==> src/rtl/adc_emu_pkg.sv <==
package adc_emu_pkg;

  // Which part of the frame the current bit slot belongs to
  typedef enum logic [1:0] {
    PH_IDLE = 2'd0,
    PH_LEAD = 2'd1,
    PH_DATA = 2'd2
  } emu_phase_e;

endpackage

==> src/rtl/emu_edge_det.sv <==
module emu_edge_det #(
  parameter logic IDLE_LVL = 1'b0
) (
  input  logic clk,
  input  logic rst_n,
  input  logic din,
  output logic rise,
  output logic fall
);
  logic din_q;

  always_ff @(posedge clk or negedge rst_n) begin
    if (!rst_n) din_q <= IDLE_LVL;
    else        din_q <= din;
  end

  assign rise = din & ~din_q;
  assign fall = ~din & din_q;
endmodule

==> src/rtl/emu_frame_ctrl.sv <==
module emu_frame_ctrl
  import adc_emu_pkg::*;
#(
  parameter int LEAD_BITS = 4,
  parameter int DATA_BITS = 8
) (
  input  logic       clk,
  input  logic       rst_n,
  input  logic       cs_n,
  input  logic       cs_fall,
  input  logic       sclk_fall,
  output logic       active,
  output logic       step,
  output logic       done,
  output emu_phase_e phase
);
  localparam int FRAME_LEN = LEAD_BITS + DATA_BITS;
  localparam int CNT_W = $clog2(FRAME_LEN);
  localparam logic [CNT_W-1:0] LAST_POS = CNT_W'(FRAME_LEN - 1);
  localparam logic [CNT_W-1:0] FIRST_DATA = CNT_W'(LEAD_BITS);

  logic [CNT_W-1:0] pos;

  assign step = sclk_fall & active & ~cs_n;

  always_ff @(posedge clk or negedge rst_n) begin
    if (!rst_n) begin
      active <= 1'b0;
      pos    <= '0;
      done   <= 1'b0;
    end else begin
      done <= 1'b0;
      if (cs_n) begin
        active <= 1'b0;
        pos    <= '0;
      end else if (cs_fall) begin
        active <= 1'b1;
        pos    <= '0;
      end else if (step) begin
        if (pos == LAST_POS) begin
          active <= 1'b0;
          pos    <= '0;
          done   <= 1'b1;
        end else begin
          pos <= pos + 1'b1;
        end
      end
    end
  end

  always_comb begin
    if (!active)               phase = PH_IDLE;
    else if (pos < FIRST_DATA) phase = PH_LEAD;
    else                       phase = PH_DATA;
  end

  // a high chip select idles the frame on the next clock
  a_r8_abort_idle: assert property (@(posedge clk) disable iff (!rst_n)
    cs_n |=> !active);
  // a chip-select fall opens slot 0
  a_r2_frame_open: assert property (@(posedge clk) disable iff (!rst_n)
    (cs_fall && !cs_n) |=> (active && pos == '0));
  // done is a single-cycle pulse with the line released
  a_r6_done_single: assert property (@(posedge clk) disable iff (!rst_n)
    done |=> !done);
  a_r6_done_released: assert property (@(posedge clk) disable iff (!rst_n)
    done |-> !active);
  // once released, only a new chip-select fall re-enables the line
  a_r7_stay_released: assert property (@(posedge clk) disable iff (!rst_n)
    (!active && !cs_fall) |=> !active);
  // a frame cut short by chip select never reports completion
  a_r9_abort_no_done: assert property (@(posedge clk) disable iff (!rst_n)
    cs_n |=> !done);
endmodule

==> src/rtl/emu_shifter.sv <==
module emu_shifter
  import adc_emu_pkg::*;
#(
  parameter int DATA_BITS = 8
) (
  input  logic                 clk,
  input  logic                 rst_n,
  input  logic                 load,
  input  logic                 shift,
  input  emu_phase_e           phase,
  input  logic [DATA_BITS-1:0] sample,
  output logic                 sdo
);
  logic [DATA_BITS-1:0] word;

  always_ff @(posedge clk or negedge rst_n) begin
    if (!rst_n)     word <= '0;
    else if (load)  word <= sample;
    else if (shift) word <= {word[DATA_BITS-2:0], 1'b0};
  end

  assign sdo = (phase == PH_DATA) & word[DATA_BITS-1];

  // the captured word only moves on load or on a data-slot shift
  a_r5_word_frozen: assert property (@(posedge clk) disable iff (!rst_n)
    (!load && !shift) |=> $stable(word));
endmodule

==> src/rtl/adc_serial_emu.sv <==
module adc_serial_emu
  import adc_emu_pkg::*;
#(
  parameter int LEAD_BITS = 4,
  parameter int DATA_BITS = 8
) (
  input  logic                 clk,
  input  logic                 rst_n,
  input  logic                 cs_n,
  input  logic                 sclk,
  input  logic [DATA_BITS-1:0] sample,
  output logic                 sdo,
  output logic                 sdo_oe,
  output logic                 frame_done
);
  logic       cs_rise, cs_fall;
  logic       sclk_rise, sclk_fall;
  logic       active, step, done;
  emu_phase_e phase;

  emu_edge_det #(.IDLE_LVL(1'b1)) u_cs_edge (
    .clk(clk), .rst_n(rst_n), .din(cs_n), .rise(cs_rise), .fall(cs_fall)
  );

  emu_edge_det #(.IDLE_LVL(1'b0)) u_sclk_edge (
    .clk(clk), .rst_n(rst_n), .din(sclk), .rise(sclk_rise), .fall(sclk_fall)
  );

  emu_frame_ctrl #(.LEAD_BITS(LEAD_BITS), .DATA_BITS(DATA_BITS)) u_ctrl (
    .clk(clk), .rst_n(rst_n), .cs_n(cs_n), .cs_fall(cs_fall),
    .sclk_fall(sclk_fall), .active(active), .step(step), .done(done),
    .phase(phase)
  );

  emu_shifter #(.DATA_BITS(DATA_BITS)) u_shift (
    .clk(clk), .rst_n(rst_n), .load(cs_fall & ~cs_n),
    .shift(step && (phase == PH_DATA)), .phase(phase), .sample(sample),
    .sdo(sdo)
  );

  assign sdo_oe     = active;
  assign frame_done = done;

  // without a falling serial edge or a chip-select edge the pin holds
  a_r4_pin_quiet: assert property (@(posedge clk) disable iff (!rst_n)
    (!sclk_fall && !cs_fall && !cs_rise) |=> ($stable(sdo) && $stable(sdo_oe)));
  // a rising serial edge alone never moves data
  a_r4_rise_no_move: assert property (@(posedge clk) disable iff (!rst_n)
    (sclk_rise && !cs_fall && !cs_rise) |=> $stable(sdo));
  // chip select high keeps everything quiet
  a_r1_idle_quiet: assert property (@(posedge clk) disable iff (!rst_n)
    cs_n |=> (!sdo_oe && !sdo && !frame_done));
endmodule

==> config.mk <==
export PLATFORM = sky130hd
export DESIGN_NAME = adc_serial_emu
export DESIGN_NICKNAME = d
export VERILOG_FILES = /design/src/rtl/adc_emu_pkg.sv /design/src/rtl/emu_edge_det.sv /design/src/rtl/emu_frame_ctrl.sv /design/src/rtl/emu_shifter.sv /design/src/rtl/adc_serial_emu.sv
export SDC_FILE = /design/constraint.sdc
export NUM_CORES = 1
export LEC_CHECK = 0
export ABC_CLOCK_PERIOD_IN_PS = 1500
export BUFFER_PORTS_ARGS = -buffer_cell sky130_fd_sc_hd__buf_2
export CORE_UTILIZATION = 23
export CTS_BUF_LIST = sky130_fd_sc_hd__clkbuf_4
export DETAILED_ROUTE_END_ITERATION = 8
export PLACE_DENSITY = 0.51
export SYNTH_ARGS = -nofsm -noshare
export SYNTH_HDL_FRONTEND = slang
export SYNTH_SLANG_ARGS = --single-unit
==> constraint.sdc <==
create_clock -name clk -period 1.5 [get_ports clk]
set_input_delay 0.225 -clock clk [delete_from_list [all_inputs] [get_ports clk]]
set_output_delay 0.225 -clock clk [all_outputs]
set_load 0.01 [all_outputs]
# ---- Yosys cells after proc, flatten, opt, wreduce, memory -nomap -nowiden
# Cells that the tools add are included.
dict set report classes {
  n_eq_ne 2
  n_mux 16
  add_sub_neg 1
  reduce_logical 5
  bitwise_logic 8
  magnitude_cmp 1
}
# operator count
set ops {}
lappend ops {{4-bit two-way mux} 4}
lappend ops {{8-bit two-way mux} 2}
lappend ops {{1-bit two-way mux} 8}
lappend ops {{1-bit bitwise AND} 6}
lappend ops {{3-bit nonzero test} 2}
lappend ops {{4-bit by 1-bit adder with 4-bit output (second input constant)} 1}
lappend ops {{4-bit == test (second input constant)} 1}
lappend ops {{4-bit by 3-bit < comparator with 1-bit output (second input constant)} 1}
lappend ops {{2-bit two-way mux} 2}
lappend ops {{2-bit == test (second input constant)} 1}
lappend ops {{1-bit inverter} 2}
lappend ops {{2-bit AND reduction} 1}
lappend ops {{2-bit nonzero test} 1}
lappend ops {{1-bit logical AND} 1}
dict set report word_totals {
  out_inout_bits 3
  elab_cells 39
  in_bits 12
  regBits 16
}

# ---- Longest topological paths before layout
# Gate-level depths: netlist of the first run.
dict set report depth {
  ltp_word 7
  depth_mapped 5
  ltp_nobuf 4
}

# ---- Modules after synthesis
# A second synthesis of the first run with hierarchy kept.
dict set report hier_totals {
  cells_unflattened 78
  area_unflattened_um2 782.0
}
# mod area_per_inst_um2 cells_per_inst n_inst seq_area_each_um2
set by_module_without_submodules {}
lappend by_module_without_submodules {emu_shifter 376.6 36 1 200.2}
lappend by_module_without_submodules {emu_frame_ctrl 309.0 34 1 150.1}
lappend by_module_without_submodules {{emu_edge_det (u_cs_edge)} 41.3 3 1 26.3}
lappend by_module_without_submodules {{emu_edge_det (u_sclk_edge)} 40.0 3 1 25.0}
lappend by_module_without_submodules {adc_serial_emu 15.0 2 1 0.0}

# ---- Least setup slack after synthesis of the first run
# No wires, ideal clock.
dict set report synth_path {
  path_kind {reg2out}
  start {reg u_ctrl.pos[3]}
  end {out sdo}
  slack_ps 240
  n_path_buf 1
  stages_incl_launch_ff 4
  arrival_ps 1035
  required_ps 1275
  path_cell_list {dfrtp_1 > or2_2 > clkbuf_2 > and3_1}
}
dict set report synth_between {
  elab_chain_len 5
}
# item line
set synth_lines {}
lappend synth_lines {{from (decl)} emu_frame_ctrl.sv:22} ;# logic [CNT_W-1:0] pos;
lappend synth_lines {{from (signal assigned)} emu_frame_ctrl.sv:45} ;# pos <= pos + 1'b1;
lappend synth_lines {{4-bit by 3-bit < comparator with 1-bit output} emu_frame_ctrl.sv:53} ;# else if (pos < FIRST_DATA) phase = PH_LEAD;
lappend synth_lines {{2-bit two-way mux} emu_frame_ctrl.sv:53}
lappend synth_lines {{2-bit two-way mux} emu_frame_ctrl.sv:52} ;# if (!active) phase = PH_IDLE;
lappend synth_lines {{2-bit == test} emu_shifter.sv:22} ;# assign sdo = (phase == PH_DATA) & word[DATA_BITS-1];
lappend synth_lines {{1-bit bitwise AND} emu_shifter.sv:22}
lappend synth_lines {{to (decl)} adc_serial_emu.sv:12} ;# output logic sdo,
# Every way passes these cells.

# ---- Worst setup path in the final report of the first run
# Same ends and word-level chain as after synthesis.

==> results.py, run 1 <==
metrics = {
    "placed_design": {
        "dpl.hpwl_um": 1210,
        "port_buffers": 14,
        "gp_congestion": 0.689,
        "dp_worst_setup_slack_ns": 0.148,
        "placed_area_um2": 900,
    },
    "routing": {
        "routedWlPerCell_um": 12.0,
        "first_pass_iters": 4,
        "dr_wl_met2_um": 806,
        "met3_wirelength_um": 128,
        "drt-met1-wl_um": 811,
        "postRouteAntennaNets": 0,
        "routed.top_layer": "met4",
        "detailedRoute.firstIterationViolations": 17,
        "drc": 0,
        "drt-total-wl_um": 1750,
        "via_per_inst": 4.54,
        "num_vias": 663,
    },
    "clock_network": {
        "clk_latency_ns": 0.29,
        "htree_levels": 1,
        "path_clk_slew_ns": 0.10,
        "cts_root_buf": "clkbuf_4",
        "cts_buffers": 3,
        "cts_buffer_depth": 2,
        "cts_tree": "built",
        "numClockSinks": 16,
    },
    "power_and_ir_drop": {
        "switching_share": 0.256,
        "switchingPower_mw": 0.208,
        "p_comb_frac": 0.107,
        "power_frac_seq": 0.595,
        "peakVddDrop_uv": 586,
        "finalPower_mw": 0.811,
        "power.leakage_nw": 0.411,
        "clkPwrFrac": 0.298,
        "intPower_mw": 0.603,
        "powerDensity_mw_per_mm2": 833,
    },
    "global_routing": {
        "grt_max_degree": 17,
        "antenna_found_initial": 0,
        "grt_pass1_vias": 661,
        "overflow": 0,
        "track_usage": 0.114,
        "grt_pass1_wl_um": 2980,
    },
    "worst_setup_path": {
        "required_ns": 1.27,
        "critPathLaunch": "u_ctrl.pos[3]",
        "cp-endpoint": "sdo",
        "critPathKind": "reg -> out",
        "cp_max_fo": 2,
        "rrSetupSlack_ns": 0.15,
        "reg2reg_to": "u_ctrl.pos[3]",
        "worstSetupEndpointType": "output pin",
        "ff2ff_path_depth": 3,
        "cp-start-kind": "flip-flop",
        "worst_ep_arrival_time_ns": 1.25,
        "regToRegStartpoint": "u_ctrl.active",
    },
    "layout": {
        "areaGrowthSynthToFinish_pct": 28.6,
        "final_nets": 116,
        "seq_area_um2": 402,
        "drive_above_1_share": 0.294,
        "fill_cells": 331,
        "multiInputGateArea_um2": 319,
        "antennaDiodeCount": 0,
        "final_common_cell": "dfrtp_1",
        "stdcell_area_um2": 973,
        "final_cell_mix": "15 x dfrtp_1, 14 x buf_2, 11 x o21ai_0",
    },
    "floorplan": {
        "dieArea_mm2": 0.00352,
        "die_x_um": 59.4,
        "num_io_pins": 15,
        "die_h_um": 59.4,
        "initial_core_util": 0.246,
        "design.core.area_mm2": 0.00308,
        "rows": 20,
    },
    "logic_synthesis": {
        "yosys-top-cells-area": "dfrtp_1 50%, o21ai_0 7.3%, nand3_1 6.0%",
        "synth.top_cell.area_share": 0.496,
        "seq_area_frac_synth": 0.531,
        "synth_nets": 92,
        "synth_seq_cells": 16,
        "synthDistinctLibCells": 25,
        "yosysWarnings": 0,
        "syn_area_um2": 757,
        "synth_top_area_cell": "dfrtp_1",
        "syn_area_per_cell_um2": 9.58,
        "synthCells": 79,
    },
    "timing": {
        "tns_ns": 0,
        "clock_skew_ns": 0.000420,
        "maxSlewViolCount": 0,
        "max_freq_ghz": 0.677,
        "hold_viol_final": 0,
        "setup_viol_count_final": 0,
        "worst_pin_slew_ns": 0.364,
        "period_minus_slack_ns": 1.48,
        "layout_setup_ws_ns": 0.0221,
        "slew_headroom": 0.758,
        "fin_crit_sh": 0.985,
    },
    "min_path": {
        "hold_path.class": "in -> reg",
    },
    "run": {
        "max_cap_viol_count": 0,
    },
    "outcome": {
        "status": "finished clean",
    },
}
[worst max-delay path, stage by stage (launching register included)]
cell	delay (ns)
dfrtp_1	0.40
or2_4	0.26
and3_4	0.17
buf_2	0.13
[logic make-up after synthesis]
logic type | share of synthesized area
flip-flops | 0.531
AND/OR/NAND/NOR | 0.205
buffers and inverters | 0.0578
AO/OA/AOI/OAI | 0.190
adder cells (fa/ha/maj) | 0.0165
[area by class of cell]
cell class | instances | share of cell area
multi-input cells | 55 | 0.328
inverters | 3 | 0.0116
clock inverters | 1 | 0.00386
well taps | 44 | 0.0566
flip-flops and latches | 16 | 0.413
repair buffers | 24 | 0.165
clock buffers | 3 | 0.0231
[Yosys cell counts]
| master | n |
|---|---|
| a21oi_1 | 4 |
| a41oi_1 | 1 |
| nand4bb_1 | 1 |
| nand3_1 | 9 |
| nand3b_1 | 2 |
| dfstp_2 | 1 |
| dfrtp_1 | 15 |
| or2_2 | 2 |
| a311oi_1 | 1 |
| nor3_1 | 1 |
| ha_1 | 1 |
| nand2_1 | 3 |
| inv_1 | 3 |
| and4bb_1 | 1 |
| o21ai_0 | 11 |
| buf_6 | 1 |
| a31oi_1 | 7 |
| clkbuf_1 | 1 |
| nor2_1 | 8 |
| buf_2 | 1 |
| o211ai_1 | 1 |
| buf_4 | 1 |
| clkbuf_2 | 1 |
| nand2b_1 | 1 |
| and3_1 | 1 |
[metal layers]
metal,track usage,vias up
met5,0,-
met4,0.0238,0
met3,0.0546,2
met2,0.165,20
met1,0.153,308
li1,-,333
[sequential cells by signal, summed over array words and instances, names as in the netlist]
| register | cells |
|---|---|
| u_shift.word | 8 |
| u_ctrl.done | 1 |
| u_sclk_edge.din_q | 1 |
| u_cs_edge.din_q | 1 |
| u_ctrl.pos | 4 |
| u_ctrl.active | 1 |
[how the worst min path moves through the flow]
stage                                   end  cells past startpoint   from
after floorplan               u_ctrl.active                      0  rst_n
after global placement        u_ctrl.active                      1  rst_n
after detailed placement      u_ctrl.active                      1  rst_n
after CTS                 u_sclk_edge.din_q                      1   sclk
after global routing      u_sclk_edge.din_q                      1   sclk
final                     u_sclk_edge.din_q                      1   sclk
[power groups by stage]
stage          sequential, mW  clock [mW]  combinational, mW
6_report                0.482       0.241             0.0871
5_1_grt                 0.488       0.261              0.100
4_1_cts                 0.483       0.246             0.0893
3_5_place_dp            0.491           0             0.0870
3_3_place_gp            0.491           0             0.0848
2_1_floorplan           0.486           0             0.0479
[per-stage QoR]
step            util  instances  hold WS [ns]
2_1_floorplan      -         79       -0.0706
3_3_place_gp   0.292        137         0.159
3_5_place_dp   0.292        137         0.162
4_1_cts        0.312        145        0.0498
5_1_grt        0.316        146        0.0500
6_report       0.316        146        0.0552
[repair_timing]
action	4_1_cts	5_1_grt
setup endpoints to repair	1	1
buffers inserted	3	1
pin swaps	1	1
endpoints found under the hold margin	15	0
hold buffers	1	0
cloned	0	0
resized for setup	1	1
No activity file was read; power rests on OpenSTA's default activity.
==> run 2: changes to the inputs <==
SYNTH_HIERARCHICAL = 1   (was unset)
==> run 2 against run 1 <==
  * Fmax up 5.4%
  * Setup slack gained 0.076 ns
  * Via count is 9.7% lower
  * Sequential cell count unchanged
  * Area after synthesis rose by 1.7%
  * Utilization shrank 0.053 points
  * Combinational power is 17% higher
  * Global-route usage down 2.2 points
  * Critical path depth grew 3
  * Cell count is 1.4% lower
  * Die area grew 1.6%
==> results.py, run 2 <==
metrics = {
    "outcome": {
        "status": "finished clean",
    },
    "worst_setup_path": {
        "critPathKind": "reg -> reg",
        "regToRegStartpoint": "u_ctrl/pos[3]",
        "cpMaxStageDelayCell": "dfrtp_1",
        "worstSetupEndpointType": "flip-flop",
        "crit_family": "simple AND/OR/NAND/NOR gates",
        "cp-start-kind": "flip-flop",
        "critPathMaxStageDelay_ns": 0.41,
        "reg2reg_to": "u_shift/word[3]",
        "required_ns": 1.67,
        "cp_max_fo": 8,
        "rrSetupSlack_ns": 0.1,
        "worstPathCellList": "nor2_2 > and2_1 > and3b_1 > buf_12 > mux2i_2 > o21ai_1",
        "worst_ep_arrival_time_ns": 1.57,
        "ff2ff_path_depth": 6,
        "crit_buf_inv": 1,
    },
    "power_and_ir_drop": {
        "switchingPower_mw": 0.205,
        "power_frac_seq": 0.599,
        "power.leakage_nw": 0.429,
        "peakVddDrop_uv": 243,
        "switching_share": 0.249,
        "finalPower_mw": 0.825,
        "clkPwrFrac": 0.277,
        "powerDensity_mw_per_mm2": 843,
        "intPower_mw": 0.620,
        "p_comb_frac": 0.124,
    },
    "routing": {
        "via_per_inst": 4.16,
        "first_pass_iters": 2,
        "routedWlPerCell_um": 9.94,
        "detailedRoute.firstIterationViolations": 4,
        "drt-total-wl_um": 1430,
        "num_vias": 599,
        "drc": 0,
        "postRouteAntennaNets": 0,
    },
    "logic_synthesis": {
        "synth_nets": 89,
        "yosysWarnings": 6,
        "syn_area_per_cell_um2": 10.1,
        "syn_area_um2": 769,
        "synthCells": 76,
    },
    "clock_network": {
        "cts_buffer_depth": 2,
        "cts_buffers": 3,
        "clk_latency_ns": 0.28,
        "cts_root_buf": "clkbuf_4",
        "numClockSinks": 16,
        "path_clk_slew_ns": 0.09,
        "cts_tree": "built",
        "htree_levels": 1,
    },
    "layout": {
        "final_common_cell": "dfrtp_1",
        "regMostFlops": "u_shift/word",
        "reg_top3": "u_shift/word x8, u_ctrl/pos x4",
        "fill_cells": 335,
        "final_nets": 114,
        "drive_above_1_share": 0.300,
        "antennaDiodeCount": 0,
        "areaGrowthSynthToFinish_pct": 27.3,
        "largest_reg_flops": 8,
        "final_cell_mix": "15 x dfrtp_1, 14 x buf_2, 12 x nand2_1",
    },
    "floorplan": {
        "num_io_pins": 15,
        "die_x_um": 59.8,
        "initial_core_util": 0.248,
        "design.core.area_mm2": 0.00310,
        "rows": 20,
        "dieArea_mm2": 0.00358,
        "die_h_um": 59.8,
    },
    "run": {
        "max_cap_viol_count": 0,
    },
    "timing": {
        "tns_ns": 0,
        "clock_skew_ns": 0.00252,
        "slew_headroom": 0.762,
        "whs_ns": 0.0558,
        "maxSlewViolCount": 0,
        "worst_pin_slew_ns": 0.358,
        "max_freq_ghz": 0.713,
        "hold_viol_final": 0,
        "setup_viol_count_final": 0,
        "rsz0062_at_grt": "true",
        "period_minus_slack_ns": 1.40,
        "fin_crit_sh": 0.935,
    },
    "global_routing": {
        "overflow": 0,
        "grt_pass1_vias": 572,
        "antenna_found_initial": 0,
        "grt_pass1_wl_um": 2440,
        "grt_max_degree": 17,
        "track_usage": 0.0919,
    },
    "placed_design": {
        "port_buffers": 14,
        "gp_congestion": 0.798,
        "dpl.hpwl_um": 1080,
    },
    "min_path": {
        "min_delay_path_depth": 1,
        "hold_start": "sclk",
        "hold_path.class": "in -> reg",
        "worstHoldEndpoint": "u_sclk_edge/din_q",
    },
}
run 2: changes by cell type in the layout (fill, tap and decap cells not counted), sizes merged, moves of 3 or more:
cell / delta
nand2: +10
a21oi: -3
a31oi: -6
mux2i: +8
nand3: -6
nor2: -3
run 2: metal layers:
layer / global-route usage / share of wire / vias to the layer above / wire [µm]
li1: - / - / 308 / -
met1: 0.119 / 0.47 / 283 / 672
met2: 0.148 / 0.49 / 6 / 701
met3: 0.00649 / 0.022 / 2 / 31
met4: 0.0598 / 0.019 / 0 / 27
met5: 0 / 0 / - / 0
run 2: power groups by stage:
stage / logic (mW) / registers [mW] / clock network (mW)
finish: 0.102 / 0.494 / 0.229
global route: 0.117 / 0.499 / 0.261
CTS: 0.103 / 0.493 / 0.243
detailed placement: 0.100 / 0.502 / 0
global placement: 0.0988 / 0.502 / 0
floorplan: 0.0560 / 0.498 / 0
run 2: final cells by class:
class,count,area (µm²),area share
sequential,16,402,0.410
clock inverter,1,3.75,0.00383
clock buffer,3,22.5,0.0230
tap,44,55.1,0.0562
multi-input combinational,56,344,0.351
timing repair buffer,22,145,0.148
inverter,2,7.51,0.00766
run 2: worst max-delay path by stage:
| stage | cells past startpoint | from | end |
|---|---|---|---|
| final | 6 | u_ctrl/pos[3] | u_shift/word[3] |
| after detailed placement | 8 | sclk | u_shift/word[4] |
| after global placement | 8 | sclk | u_shift/word[5] |
| after floorplan | 6 | u_ctrl/pos[2] | u_shift/word[3] |
| after global routing | 5 | u_ctrl/pos[3] | sdo |
| after CTS | 4 | u_ctrl/pos[3] | sdo |
run 2: per-stage QoR:
stage          utilization  setup WS [ns]  cells  area [µm²]
2_1_floorplan            -          0.150     76         769
3_3_place_gp         0.302         0.0705    139         937
3_5_place_dp         0.302         0.0584    139         937
4_1_cts              0.314         0.0533    144         973
5_1_grt              0.316        -0.0290    144         980
6_report             0.316         0.0982    144         980
run 2: what timing repair did:
| item | CTS | global route |
|---|---|---|
| resized for setup | 0 | 2 |
| setup endpoints to repair | 0 | 8 |
| buffers inserted | 0 | 0 |
| hold buffers | 1 | 0 |
| hold endpoints to repair | 15 | 0 |
==> run 3: changes to the inputs <==
CTS_BUF_LIST = unset   (was sky130_fd_sc_hd__clkbuf_4)
==> run 3 against run 2 <==
  * First-iteration DRC count up 50%
  * Die area unchanged
  * Sequential power about the same
  * Power up 7.1%
  * Fmax down 1.2%
  * Clock skew up 0.0043 ns
  * Via count up 0.50%
  * Critical path type is now reg -> out
  * Largest power group unchanged
==> results.py, run 3 (synthesized netlist as in run 2, its figures left out) <==
metrics = {
    "outcome": {
        "status": "finished clean",
    },
    "routing": {
        "drt-total-wl_um": 1450,
        "first_pass_iters": 4,
        "detailedRoute.firstIterationViolations": 6,
        "drc": 0,
        "via_per_inst": 4.18,
        "postRouteAntennaNets": 0,
        "num_vias": 602,
        "routedWlPerCell_um": 10.0,
    },
    "layout": {
        "final_common_cell": "dfrtp_1",
        "final_cell_mix": "15 x dfrtp_1, 14 x buf_2, 12 x nand2_1",
        "largest_reg_flops": 8,
        "antennaDiodeCount": 0,
        "areaGrowthSynthToFinish_pct": 28.6,
        "finish.utilization": 0.319,
        "drive_above_1_share": 0.310,
        "fill_cells": 331,
        "regMostFlops": "u_shift/word",
        "reg_top3": "u_shift/word x8, u_ctrl/pos x4",
        "stdcell_area_um2": 990,
        "final_nets": 114,
        "final_cells": 144,
    },
    "floorplan": {
        "initial_core_util": 0.248,
        "die_x_um": 59.8,
        "die_h_um": 59.8,
        "design.core.area_mm2": 0.00310,
        "dieArea_mm2": 0.00358,
        "rows": 20,
        "num_io_pins": 15,
    },
    "global_routing": {
        "antenna_found_initial": 0,
        "grt_pass1_wl_um": 2430,
        "grt_max_degree": 17,
        "grt_pass1_vias": 572,
        "overflow": 0,
        "track_usage": 0.0924,
    },
    "placed_design": {
        "placed_area_um2": 937,
        "port_buffers": 14,
        "dp_worst_setup_slack_ns": 0.0584,
        "dp.cells": 139,
        "gp_congestion": 0.798,
        "dpl.hpwl_um": 1080,
    },
    "timing": {
        "setup_viol_count_final": 0,
        "fin_crit_sh": 0.946,
        "layout_setup_ws_ns": 0.0816,
        "clock_skew_ns": 0.00681,
        "period_minus_slack_ns": 1.42,
        "max_freq_ghz": 0.705,
        "maxSlewViolCount": 0,
        "worst_pin_slew_ns": 0.357,
        "rsz0062_at_grt": "true",
        "hold_viol_final": 0,
        "tns_ns": 0,
        "slew_headroom": 0.762,
    },
    "power_and_ir_drop": {
        "peakVddDrop_uv": 292,
        "power_frac_seq": 0.559,
        "intPower_mw": 0.672,
        "powerDensity_mw_per_mm2": 893,
        "switching_share": 0.240,
        "power.leakage_nw": 0.435,
        "clkPwrFrac": 0.325,
        "switchingPower_mw": 0.212,
        "p_comb_frac": 0.116,
    },
    "clock_network": {
        "clk_latency_ns": 0.29,
        "cts_buffer_depth": 2,
        "cts_buffers": 3,
        "numClockSinks": 16,
        "path_clk_slew_ns": 0.10,
        "htree_levels": 1,
        "cts_tree": "built",
        "cts_root_buf": "clkbuf_4",
    },
    "run": {
        "max_cap_viol_count": 0,
    },
    "worst_setup_path": {
        "cp-start-kind": "flip-flop",
        "crit_family": "flip-flops",
        "worstPathCellList": "nor2b_1 > nand2_1 > nor2_1 > buf_2",
        "worstSetupEndpointType": "output pin",
        "required_ns": 1.27,
        "worst_ep_arrival_time_ns": 1.19,
        "critPathKind": "reg -> out",
        "cpMaxStageDelayCell": "dfrtp_1",
        "critPathMaxStageDelay_ns": 0.40,
        "cp_max_fo": 4,
        "crit_buf_inv": 1,
    },
    "min_path": {
        "hold_path.class": "in -> reg",
    },
}
==> run 3: cell type report <==
type | count | area, µm² | area share
Inverter | 2 | 7.51 | 0.00759
Sequential cell | 16 | 402 | 0.406
Multi-Input combinational cell | 56 | 344 | 0.348
Timing Repair Buffer | 22 | 145 | 0.147
Clock buffer | 4 | 36.3 | 0.0367
Tap cell | 44 | 55.1 | 0.0556
==> run 3: layer usage <==
layer / GRT usage / up-vias / wire [µm]
met1: 0.119 / 285 / 673
met2: 0.144 / 8 / 709
met5: 0 / - / 0
met3: 0.00649 / 2 / 34
met4: 0.0698 / 0 / 27
li1: - / 307 / -
==> run 3: worst paths after layout <==
check,startpoint,to,slack (ns),cells after the start
worst min register to register,u_shift/word[0],u_shift/word[0],0.56,2
max in group asynchronous,rst_n,u_cs_edge/din_q,0.82,2
worst max-delay path,u_ctrl/active,sdo,0.08,4
min in group asynchronous,rst_n,u_sclk_edge/din_q,0.38,2
worst min-delay path,sclk,u_sclk_edge/din_q,0.05,1
worst max register to register,u_ctrl/pos[3],u_shift/word[3],0.10,6
==> run 3: power groups by stage <==
stage	Combinational [mW]	Sequential [mW]	Clock, mW
2_1_floorplan	0.0560	0.498	0
3_3_place_gp	0.0988	0.502	0
3_5_place_dp	0.100	0.502	0
4_1_cts	0.103	0.493	0.303
5_1_grt	0.117	0.499	0.316
6_report	0.102	0.494	0.287
==> run 3: repair_timing <==
item | in CTS | in global routing
endpoints found under the setup margin | 0 | 8
endpoints found under the hold margin | 15 | 0
hold buffers | 1 | 0
gates resized for setup | 0 | 2
buffers inserted | 0 | 0
==> run 3: through the flow <==
step	total power, mW	hold slack, ns
6_report	0.884	0.0475
5_1_grt	0.933	0.0370
4_1_cts	0.899	0.0350
3_5_place_dp	0.602	0.160
3_3_place_gp	0.600	0.157
2_1_floorplan	0.554	-0.0706
